[src/rtl/sdr_seq_pkg.sv]
// Shared definitions for the SDRAM open-row read sequencer.
// Assumes commands are encoded on {cs_n, ras_n, cas_n, we_n}.
package sdr_seq_pkg;

    typedef enum logic [3:0] {
        CMD_NOP = 4'b0111,
        CMD_ACT = 4'b0011,
        CMD_RD  = 4'b0101,
        CMD_PRE = 4'b0010
    } sd_cmd_e;

endpackage

[src/rtl/sdr_row_table.sv]
// Open-row table: one entry per bank, holding an open flag and the row number.
// Looks up the bank and row of the current request combinationally.
// Assumes an activate and a precharge never target the same bank in one cycle.
module sdr_row_table #(
    parameter int BANK_W = 2,
    parameter int ROW_W  = 13
) (
    input  logic              clk,
    input  logic              rst_n,
    input  logic [BANK_W-1:0] lk_bank,
    input  logic [ROW_W-1:0]  lk_row,
    output logic              lk_open,
    output logic              lk_hit,
    input  logic              upd_open,
    input  logic              upd_close,
    input  logic [BANK_W-1:0] upd_bank,
    input  logic [ROW_W-1:0]  upd_row
);
    localparam int NB = 1 << BANK_W;

    logic [NB-1:0]    open_v;
    logic [ROW_W-1:0] row_a [NB];

    for (genvar b = 0; b < NB; b++) begin : g_bank
        localparam logic [BANK_W-1:0] IDX = BANK_W'(b);
        logic             open_q;
        logic [ROW_W-1:0] row_q;

        // Record an activate or precharge aimed at this bank.
        always_ff @(posedge clk) begin
            if (!rst_n) begin
                open_q <= 1'b0;
                row_q  <= '0;
            end else if (upd_open && upd_bank == IDX) begin
                open_q <= 1'b1;
                row_q  <= upd_row;
            end else if (upd_close && upd_bank == IDX) begin
                open_q <= 1'b0;
            end
        end

        assign open_v[b] = open_q;
        assign row_a[b]  = row_q;
    end

    // Compare the request against the entry of its bank.
    always_comb begin
        lk_open = open_v[lk_bank];
        lk_hit  = lk_open && (row_a[lk_bank] == lk_row);
    end


    open_recorded_chk: assert property (@(posedge clk) disable iff (!rst_n)
        upd_open |=> (open_v[$past(upd_bank)] && row_a[$past(upd_bank)] == $past(upd_row)));


    close_recorded_chk: assert property (@(posedge clk) disable iff (!rst_n)
        (upd_close && !upd_open) |=> !open_v[$past(upd_bank)]);

endmodule

[src/rtl/sdr_cmd_fsm.sv]
// Command sequencer: accepts one request per cycle in idle. A hit issues a read
// at once. A miss runs precharge, activate and read with RP and RCD counted out
// by a single down-counter. All pin values are registered.
// Assumes the timing inputs stay constant while requests are in flight.
module sdr_cmd_fsm
    import sdr_seq_pkg::*;
#(
    parameter int BANK_W = 2,
    parameter int ROW_W  = 13,
    parameter int COL_W  = 9,
    parameter int LAT_W  = 4
) (
    input  logic              clk,
    input  logic              rst_n,
    input  logic [LAT_W-1:0]  cfg_rcd,
    input  logic [LAT_W-1:0]  cfg_rp,
    input  logic              req_valid,
    output logic              req_ready,
    input  logic [BANK_W-1:0] req_bank,
    input  logic [ROW_W-1:0]  req_row,
    input  logic [COL_W-1:0]  req_col,
    input  logic              lk_open,
    input  logic              lk_hit,
    output logic              tbl_open,
    output logic              tbl_close,
    output logic [BANK_W-1:0] tbl_bank,
    output logic [ROW_W-1:0]  tbl_row,
    output sd_cmd_e           cmd,
    output logic [ROW_W-1:0]  cmd_addr,
    output logic [BANK_W-1:0] cmd_ba,
    output logic              rd_now
);
    typedef enum logic [1:0] {S_IDLE, S_RP, S_RCD} st_e;

    st_e               st_q, st_d;
    logic [LAT_W-1:0]  cnt_q, cnt_d;
    logic [BANK_W-1:0] pb_q, pb_d;
    logic [ROW_W-1:0]  pr_q, pr_d;
    logic [COL_W-1:0]  pc_q, pc_d;
    sd_cmd_e           cmd_q, cmd_d;
    logic [ROW_W-1:0]  addr_q, addr_d;
    logic [BANK_W-1:0] ba_q, ba_d;
    logic [LAT_W-1:0]  rcd_eff, rp_eff;

    // Zero timing values are treated as one cycle.
    always_comb begin
        rcd_eff = (cfg_rcd == '0) ? LAT_W'(1) : cfg_rcd;
        rp_eff  = (cfg_rp  == '0) ? LAT_W'(1) : cfg_rp;
    end

    // Next command, next state and table updates.
    always_comb begin
        st_d      = st_q;
        cnt_d     = cnt_q;
        pb_d      = pb_q;
        pr_d      = pr_q;
        pc_d      = pc_q;
        cmd_d     = CMD_NOP;
        addr_d    = '0;
        ba_d      = '0;
        tbl_open  = 1'b0;
        tbl_close = 1'b0;
        req_ready = (st_q == S_IDLE);
        case (st_q)
            S_IDLE: begin
                if (req_valid) begin
                    ba_d = req_bank;
                    if (lk_hit) begin
                        cmd_d               = CMD_RD;
                        addr_d[COL_W-1:0]   = req_col;
                    end else begin
                        pb_d = req_bank;
                        pr_d = req_row;
                        pc_d = req_col;
                        if (lk_open) begin
                            cmd_d     = CMD_PRE;
                            tbl_close = 1'b1;
                            cnt_d     = rp_eff - 1'b1;
                            st_d      = S_RP;
                        end else begin
                            cmd_d    = CMD_ACT;
                            addr_d   = req_row;
                            tbl_open = 1'b1;
                            cnt_d    = rcd_eff - 1'b1;
                            st_d     = S_RCD;
                        end
                    end
                end
            end
            S_RP: begin
                if (cnt_q == '0) begin
                    cmd_d    = CMD_ACT;
                    addr_d   = pr_q;
                    ba_d     = pb_q;
                    tbl_open = 1'b1;
                    cnt_d    = rcd_eff - 1'b1;
                    st_d     = S_RCD;
                end else begin
                    cnt_d = cnt_q - 1'b1;
                end
            end
            S_RCD: begin
                if (cnt_q == '0) begin
                    cmd_d             = CMD_RD;
                    addr_d[COL_W-1:0] = pc_q;
                    ba_d              = pb_q;
                    st_d              = S_IDLE;
                end else begin
                    cnt_d = cnt_q - 1'b1;
                end
            end
            default: st_d = S_IDLE;
        endcase
    end

    // Table updates name the request in idle and the pending miss otherwise.
    always_comb begin
        tbl_bank = (st_q == S_IDLE) ? req_bank : pb_q;
        tbl_row  = (st_q == S_IDLE) ? req_row  : pr_q;
    end

    // State, pending request and registered pin values.
    always_ff @(posedge clk) begin
        if (!rst_n) begin
            st_q   <= S_IDLE;
            cnt_q  <= '0;
            pb_q   <= '0;
            pr_q   <= '0;
            pc_q   <= '0;
            cmd_q  <= CMD_NOP;
            addr_q <= '0;
            ba_q   <= '0;
        end else begin
            st_q   <= st_d;
            cnt_q  <= cnt_d;
            pb_q   <= pb_d;
            pr_q   <= pr_d;
            pc_q   <= pc_d;
            cmd_q  <= cmd_d;
            addr_q <= addr_d;
            ba_q   <= ba_d;
        end
    end

    assign cmd      = cmd_q;
    assign cmd_addr = addr_q;
    assign cmd_ba   = ba_q;
    assign rd_now   = (cmd_q == CMD_RD);


    hit_reads_next_chk: assert property (@(posedge clk) disable iff (!rst_n)
        (req_valid && req_ready && lk_hit) |=> (cmd_q == CMD_RD));


    pre_blocks_host_chk: assert property (@(posedge clk) disable iff (!rst_n)
        (cmd_q == CMD_PRE || cmd_q == CMD_ACT) |-> !req_ready);


    act_gap_chk: assert property (@(posedge clk) disable iff (!rst_n)
        (cmd_q == CMD_ACT && rcd_eff > LAT_W'(1)) |=> (cmd_q == CMD_NOP));


    pre_gap_chk: assert property (@(posedge clk) disable iff (!rst_n)
        (cmd_q == CMD_PRE && rp_eff > LAT_W'(1)) |=> (cmd_q == CMD_NOP));

endmodule

[src/rtl/sdr_read_return.sv]
// Read return path: a tag shift line marks the cycle CL after each read
// command, in which the data input is sampled. A delay line then adds the
// pipeline delay when the buffer is enabled (one stage otherwise).
// Assumes CL and the pipeline delay are static while reads are in flight.
module sdr_read_return #(
    parameter int DW    = 32,
    parameter int LAT_W = 4
) (
    input  logic             clk,
    input  logic             rst_n,
    input  logic [LAT_W-1:0] cfg_cl,
    input  logic [LAT_W-1:0] cfg_pipe,
    input  logic             cfg_buf_en,
    input  logic             rd_now,
    input  logic [DW-1:0]    dq_in,
    output logic             rd_valid,
    output logic [DW-1:0]    rd_data
);
    localparam int DEPTH = 1 << LAT_W;
    localparam int OUT_W = LAT_W + 2;

    logic [DEPTH-1:0] tag_sr;
    logic [DEPTH-1:0] dl_v;
    logic [DW-1:0]    dl_d [DEPTH];
    logic [LAT_W-1:0] cl_idx, pipe_idx;
    logic             capture;
    logic [OUT_W-1:0] outst_q;

    // Tap positions from the effective latencies (zero counts as one).
    always_comb begin
        cl_idx   = (cfg_cl == '0) ? '0 : cfg_cl - 1'b1;
        pipe_idx = (!cfg_buf_en || cfg_pipe == '0) ? '0 : cfg_pipe - 1'b1;
        capture  = tag_sr[cl_idx];
    end

    // Shift the read tags and the sampled words.
    always_ff @(posedge clk) begin
        if (!rst_n) begin
            tag_sr <= '0;
            dl_v   <= '0;
            for (int j = 0; j < DEPTH; j++) dl_d[j] <= '0;
        end else begin
            tag_sr  <= {tag_sr[DEPTH-2:0], rd_now};
            dl_v    <= {dl_v[DEPTH-2:0], capture};
            dl_d[0] <= dq_in;
            for (int j = 1; j < DEPTH; j++) dl_d[j] <= dl_d[j-1];
        end
    end

    assign rd_valid = dl_v[pipe_idx];
    assign rd_data  = dl_d[pipe_idx];

    // Count reads issued but not yet returned, for the checks below.
    always_ff @(posedge clk) begin
        if (!rst_n)
            outst_q <= '0;
        else if (rd_now && !rd_valid)
            outst_q <= outst_q + 1'b1;
        else if (!rd_now && rd_valid)
            outst_q <= outst_q - 1'b1;
    end


    no_orphan_return_chk: assert property (@(posedge clk) disable iff (!rst_n)
        rd_valid |-> (outst_q != '0));


    no_orphan_capture_chk: assert property (@(posedge clk) disable iff (!rst_n)
        capture |-> (outst_q != '0));

endmodule

[src/rtl/sdram_row_sequencer.sv]
// Top of the SDRAM open-row read sequencer: joins the open-row table, the
// command sequencer and the read return path. Drives the SDRAM command pins
// and returns one data word per read request.
// Assumes COL_W <= 10 so that address bit 10 stays low on reads.
module sdram_row_sequencer
    import sdr_seq_pkg::*;
#(
    parameter int BANK_W = 2,
    parameter int ROW_W  = 13,
    parameter int COL_W  = 9,
    parameter int DW     = 32,
    parameter int LAT_W  = 4
) (
    input  logic              clk,
    input  logic              rst_n,
    input  logic [LAT_W-1:0]  cfg_rcd,
    input  logic [LAT_W-1:0]  cfg_rp,
    input  logic [LAT_W-1:0]  cfg_cl,
    input  logic [LAT_W-1:0]  cfg_pipe,
    input  logic              cfg_buf_en,
    input  logic              req_valid,
    output logic              req_ready,
    input  logic [BANK_W-1:0] req_bank,
    input  logic [ROW_W-1:0]  req_row,
    input  logic [COL_W-1:0]  req_col,
    output logic              sd_cs_n,
    output logic              sd_ras_n,
    output logic              sd_cas_n,
    output logic              sd_we_n,
    output logic [ROW_W-1:0]  sd_addr,
    output logic [BANK_W-1:0] sd_ba,
    input  logic [DW-1:0]     sd_dq_in,
    output logic              rd_valid,
    output logic [DW-1:0]     rd_data
);
    logic              lk_open, lk_hit;
    logic              tbl_open, tbl_close;
    logic [BANK_W-1:0] tbl_bank;
    logic [ROW_W-1:0]  tbl_row;
    sd_cmd_e           cmd_w;
    logic              rd_now;

    sdr_row_table #(.BANK_W(BANK_W), .ROW_W(ROW_W)) u_table (
        .clk(clk), .rst_n(rst_n),
        .lk_bank(req_bank), .lk_row(req_row),
        .lk_open(lk_open), .lk_hit(lk_hit),
        .upd_open(tbl_open), .upd_close(tbl_close),
        .upd_bank(tbl_bank), .upd_row(tbl_row)
    );

    sdr_cmd_fsm #(.BANK_W(BANK_W), .ROW_W(ROW_W), .COL_W(COL_W), .LAT_W(LAT_W)) u_fsm (
        .clk(clk), .rst_n(rst_n),
        .cfg_rcd(cfg_rcd), .cfg_rp(cfg_rp),
        .req_valid(req_valid), .req_ready(req_ready),
        .req_bank(req_bank), .req_row(req_row), .req_col(req_col),
        .lk_open(lk_open), .lk_hit(lk_hit),
        .tbl_open(tbl_open), .tbl_close(tbl_close),
        .tbl_bank(tbl_bank), .tbl_row(tbl_row),
        .cmd(cmd_w), .cmd_addr(sd_addr), .cmd_ba(sd_ba),
        .rd_now(rd_now)
    );

    sdr_read_return #(.DW(DW), .LAT_W(LAT_W)) u_ret (
        .clk(clk), .rst_n(rst_n),
        .cfg_cl(cfg_cl), .cfg_pipe(cfg_pipe), .cfg_buf_en(cfg_buf_en),
        .rd_now(rd_now), .dq_in(sd_dq_in),
        .rd_valid(rd_valid), .rd_data(rd_data)
    );

    assign {sd_cs_n, sd_ras_n, sd_cas_n, sd_we_n} = cmd_w;

endmodule

[config.mk]
export PLATFORM = sky130hd
export DESIGN_NAME = sdram_row_sequencer
export DESIGN_NICKNAME = d
export VERILOG_FILES = /design/src/rtl/sdr_seq_pkg.sv /design/src/rtl/sdr_row_table.sv /design/src/rtl/sdr_cmd_fsm.sv /design/src/rtl/sdr_read_return.sv /design/src/rtl/sdram_row_sequencer.sv
export SDC_FILE = /design/constraint.sdc
export NUM_CORES = 1
export LEC_CHECK = 0
export ABC_CLOCK_PERIOD_IN_PS = 3950
export BUFFER_PORTS_ARGS = -buffer_cell sky130_fd_sc_hd__buf_4
export CAP_MARGIN = 10
export CORE_ASPECT_RATIO = 2
export CORE_MARGIN = 4
export CORE_UTILIZATION = 45
export CTS_CLUSTER_DIAMETER = 100
export CTS_CLUSTER_SIZE = 30
export DETAILED_ROUTE_END_ITERATION = 12
export PLACE_DENSITY = 0.64
export SLEW_MARGIN = 15
export SYNTH_ARGS = -nofsm -noshare
export SYNTH_HDL_FRONTEND = slang
export SYNTH_SLANG_ARGS = --single-unit
export TNS_END_PERCENT = 20
[constraint.sdc]
create_clock -name clk -period 3.95 [get_ports clk]
set_clock_uncertainty 0.2 [all_clocks]
set_input_delay 0.395 -clock clk [delete_from_list [all_inputs] [get_ports clk]]
set_output_delay 0.395 -clock clk [all_outputs]
set_load 0.03 [all_outputs]
==> impl_results.html <==
<table>
<tr><th>Metric</th><th>Value</th></tr>
<tr><th colspan="2">Pwr</th></tr>
<tr><td>Leakage Power</td><td>10.6 nW</td></tr>
<tr><td>Total power after layout</td><td>approximately 0.012 W</td></tr>
<tr><td>Worst vdd rail ir drop</td><td>around 480 uV</td></tr>
<tr><td>Pwr/cell area</td><td>roughly 450 mW/mm^2</td></tr>
<tr><th colspan="2">Finish</th></tr>
<tr><td>Highest-count cells in the layout ignoring fill and taps</td><td>dfxtp_1, and2_1, buf_4</td></tr>
<tr><td>Layout cells sized above 1</td><td>14.9%</td></tr>
<tr><td>Most frequent standard cell in the layout excluding fill and tap cells</td><td>dfxtp_1</td></tr>
<tr><td>Area growth from synthesis to layout</td><td>12.0%</td></tr>
<tr><td>Post-route cell area</td><td>0.0264 sq mm</td></tr>
<tr><td>Count of non-filler cells in the finished layout</td><td>roughly 2,800</td></tr>
<tr><td>Fin util</td><td>51.0%</td></tr>
<tr><td>Fin nets</td><td>approximately 2,200</td></tr>
<tr><th colspan="2">Worst setup path</th></tr>
<tr><td>Worst path slowest cell</td><td>mux4_2</td></tr>
<tr><td>Cells on worst reg2reg path</td><td>8</td></tr>
<tr><td>WP buf/inv</td><td>4</td></tr>
<tr><td>Kind of end point of the critical path</td><td>output pin</td></tr>
<tr><td>Data required time at the worst endpoint</td><td>3.36 ns</td></tr>
<tr><td>Delay of the slowest cell on the worst path</td><td>about 0.55 ns</td></tr>
<tr><td>End of the worst register-to-register path</td><td>u_fsm.cmd_addr[7]</td></tr>
<tr><td>CP top delay family</td><td>multiplexers</td></tr>
<tr><td>Launch instance of the worst register-to-register path</td><td>u_table.g_bank[3].row_q[11]</td></tr>
<tr><td>Start-to-end type of the worst setup path</td><td>primary input to output pin</td></tr>
<tr><td>Reg-to-reg slack, setup</td><td>roughly 0.57 ns</td></tr>
<tr><td>Kind of launch point of the worst setup path</td><td>primary input</td></tr>
<tr><td>Cells traversed along the worst timing path</td><td>buf_4 -&gt; inv_1 -&gt; ha_1 -&gt; nor3b_1 -&gt; or3b_4 -&gt; buf_12 -&gt; mux4_2 -&gt; mux4_2 -&gt; buf_4</td></tr>
<tr><td>WP data arrival</td><td>2.98 ns</td></tr>
<tr><td>Max FO, Critical Path</td><td>60</td></tr>
<tr><th colspan="2">Synth</th></tr>
<tr><td>Average footprint of a synthesized cell</td><td>about 11 sq um</td></tr>
<tr><td>Netlist Area Pre-Place</td><td>between 0.02 and 0.025 sq mm</td></tr>
<tr><td>Proportion of register bits with asynchronous set or reset after synthesis</td><td>0%</td></tr>
<tr><td>Sequential cell area fraction in the yosys report</td><td>54.9%</td></tr>
<tr><td>Cell types occupying the most area after synthesis</td><td>dfxtp_1, and2_1, mux4_2</td></tr>
<tr><td>Number of synthesized flops with an enable pin</td><td>0</td></tr>
<tr><td>Warnings from Yosys</td><td>0</td></tr>
<tr><td>Number of distinct library cells after synthesis</td><td>53</td></tr>
<tr><td>Net count after synthesis</td><td>2,156</td></tr>
<tr><td>Area fraction of the dominant cell type after synthesis</td><td>roughly 55%</td></tr>
<tr><td>Synth area leader</td><td>dfxtp_1</td></tr>
<tr><td>Cells after Synth</td><td>a little over 2,000</td></tr>
<tr><td>Commonest register cell after synthesis</td><td>dfxtp_1</td></tr>
<tr><td>#FFs+latches synth</td><td>approximately 650</td></tr>
<tr><th colspan="2">Flow run</th></tr>
<tr><td>Max capacitance violation total</td><td>0</td></tr>
<tr><th colspan="2">Global routing</th></tr>
<tr><td>Wire length of the first global-routing pass</td><td>a little over 80 mm</td></tr>
<tr><td>Total routing usage reported by global routing</td><td>approximately 17%</td></tr>
<tr><td>Maximum number of pins on one net before global-route repair</td><td>291</td></tr>
<tr><td>Overall overflow remaining after global route</td><td>0</td></tr>
<tr><td>Vias in the first global route</td><td>15,800</td></tr>
<tr><td>Number of antenna violations at the first check in global routing</td><td>4</td></tr>
<tr><th colspan="2">Route</th></tr>
<tr><td>Detailed-route wire length per cell</td><td>approximately 17 um</td></tr>
<tr><td>Via Count</td><td>roughly 15,000</td></tr>
<tr><td>Pre-Repair DR Iteration Count</td><td>5</td></tr>
<tr><td>Overall routed net length</td><td>approximately 48 mm</td></tr>
<tr><td>Detail Route Antenna Nets</td><td>0</td></tr>
<tr><td>Post-route DRC</td><td>0</td></tr>
<tr><td>Drt initial violations</td><td>913</td></tr>
<tr><td>Detail-routed via count per cell</td><td>5.34</td></tr>
<tr><th colspan="2">Placed design</th></tr>
<tr><td>Post-place instance area</td><td>between 0.02 and 0.03 sq mm</td></tr>
<tr><td>Count of buffers from port buffering</td><td>approximately 130</td></tr>
<tr><td>Final GP Congestion</td><td>between 0.7 and 0.8</td></tr>
<tr><td>Placed cells</td><td>between 2,000 and 3,000</td></tr>
<tr><td>HPWL after DPL</td><td>30.6 mm</td></tr>
<tr><th colspan="2">Timing</th></tr>
<tr><td>Endpoints failing hold</td><td>0</td></tr>
<tr><td>Clock period minus worst slack</td><td>3.58 ns</td></tr>
<tr><td>Worst-margin pin slew</td><td>about 1.1 ns</td></tr>
<tr><td>Fmax</td><td>between 200 and 300 MHz</td></tr>
<tr><td>Aggregate negative setup slack</td><td>0 ns</td></tr>
<tr><td>Worst max-slew margin expressed relative to the limit</td><td>between 20% and 30%</td></tr>
<tr><td>RSZ-0062 raised after global routing</td><td>false</td></tr>
<tr><td>Share of the clock period used by the worst path after layout</td><td>between 90% and 100%</td></tr>
<tr><td>Final max-slew violation count</td><td>0</td></tr>
<tr><td>Final setup fails</td><td>0</td></tr>
<tr><th colspan="2">CTS</th></tr>
<tr><td>Cell at the root of the clock tree</td><td>clkbuf_16</td></tr>
<tr><td>Clock tree from TritonCTS</td><td>yes</td></tr>
<tr><td>Clock-pin slew on the worst setup and hold paths</td><td>about 0.11 ns</td></tr>
<tr><td>TritonCTS Sinks</td><td>between 600 and 700</td></tr>
<tr><td>Count of buffers added by post-CTS timing repair for setup</td><td>0</td></tr>
<tr><td>Clock latency at the later pin of the worst-skew pair</td><td>0.58 ns</td></tr>
<tr><td>TritonCTS buffer count</td><td>25</td></tr>
<tr><td>Maximum level of the CTS H-tree</td><td>1</td></tr>
<tr><td>Maximum root-to-sink buffer count</td><td>3</td></tr>
<tr><th colspan="2">Min path</th></tr>
<tr><td>Worst min-delay path endpoint</td><td>u_fsm.pb_q[0]</td></tr>
<tr><td>Hold Path Stages</td><td>3</td></tr>
<tr><td>Class of the most critical hold timing path</td><td>primary input to register</td></tr>
<tr><td>Hold_sp</td><td>req_bank[0]</td></tr>
<tr><th colspan="2">Die</th></tr>
<tr><td>Core area</td><td>about 0.052 sq mm</td></tr>
<tr><td>Chip Height</td><td>between 300 and 400 um</td></tr>
<tr><td>DIE WIDTH</td><td>between 150 and 200 um</td></tr>
<tr><td>Starting density of the core</td><td>45.6%</td></tr>
<tr><td>Number of top-level design ports</td><td>129</td></tr>
<tr><td>Overall die area</td><td>0.0564 sq mm</td></tr>
<tr><td>Num rows</td><td>~120</td></tr>
<tr><th colspan="2">Outcome</th></tr>
<tr><td>Outcome</td><td>completed</td></tr>
</table>
[tightest hold or removal path, delay by kind of cell]
| family | cells | cell delay (ns) |
|---|---|---|
| AOI/OAI and AO/OA | 1 | 0.06 |
| buffers and inverters | 1 | 0.22 |
| and+or+nand+nor | 1 | 0.11 |
[area by class of cell]
| class | instances | area [sq um] |
|---|---|---|
| clock inverters | 1 | 16.3 |
| multi-input cells | 1239 | 9950 |
| well taps | 660 | 826 |
| diodes | 4 | 10.0 |
| repair buffers | 224 | 1990 |
| fillers | 4569 | 25400 |
| clock buffers | 25 | 626 |
| inverters | 16 | 62.6 |
| flip-flops and latches | 648 | 13000 |
[registers in the layout, indices dropped and copies added (netlist names)]
register	count
u_ret.dl_d	512
u_table.g_bank.row_q	52
u_ret.dl_v	16
u_ret.tag_sr	16
u_fsm.cmd_addr	13
u_fsm.pr_q	13
u_fsm.pc_q	9
u_fsm.cnt_q	4
u_table.g_bank.open_q	4
u_fsm.cmd	3
u_fsm.cmd_ba	2
u_fsm.pb_q	2
u_fsm.st_q	2
[cells in the mapped netlist (4+ instances only)]
library cell    n
a211oi_1       57
o21a_1          4
buf_2          18
nor3_1          7
buf_1           7
a222oi_1        9
nor2_1         69
a21oi_1        39
inv_1          14
nand2_1        13
clkbuf_1      136
nor3b_1         7
mux2i_1        87
and2_1        546
o22ai_1       132
nand3_1        37
mux4_2        115
o21ai_0        31
ha_1           12
a22oi_1         4
xnor2_1        17
dfxtp_1       648
[metal layers]
| layer | part of all wire, % | GRT usage [%] | vias to the layer above | routed length [um] |
|---|---|---|---|---|
| li1 | - | - | 7352 | - |
| met1 | 42 | 21.0 | 7391 | 20100 |
| met2 | 53 | 31.0 | 247 | 25400 |
| met3 | 3.6 | 2.05 | 63 | 1750 |
| met4 | 2.2 | 4.51 | 0 | 1080 |
| met5 | 0 | 0 | - | 0 |
[what timing repair did]
item                      4_1_cts  5_1_grt
resized for setup               0        0
hold endpoints to repair       68        0
hold buffers                   59        0
[worst max path at each step]
stage,from,to,slack [ns],cells after the start
2_1_floorplan,cfg_pipe[0],rd_data[0],0.08,10
3_3_place_gp,cfg_pipe[1],rd_data[16],0.42,10
3_5_place_dp,cfg_pipe[1],rd_data[16],0.35,10
4_1_cts,cfg_pipe[1],rd_data[16],0.34,10
5_1_grt,cfg_pipe[1],rd_data[16],0.22,10
6_report,cfg_pipe[1],rd_data[31],0.37,9
[cell families (layout without fill, tap and decap cells)]
family	after synthesis	count (layout)	share of synthesized area (%)
compound gates	302	302	8.33
xor+xnor	17	17	0.630
fa+ha+maj	12	12	0.636
buf+inv	181	266	3.05
flops	648	648	54.9
mux	204	204	14.7
other cells	1	5	0.0159
simple gates	703	703	17.7
[where the power goes]
group | internal [W] | switching [W]
Sequential | 0.00677 | 0.000135
Combinational | 0.000848 | 0.00113
Clock | 0.00115 | 0.00189
Total | 0.00877 | 0.00316
[stage by stage]
| stage | worst slack [ns] | hold slack (ns) |
|---|---|---|
| finish | 0.373 | 0.0623 |
| floorplan | 0.0805 | 0.224 |
| CTS | 0.336 | 0.0303 |
| global placement | 0.424 | 0.229 |
| global route | 0.220 | 0.0602 |
| detailed placement | 0.349 | 0.236 |
(Power assumes the default switching activity.)
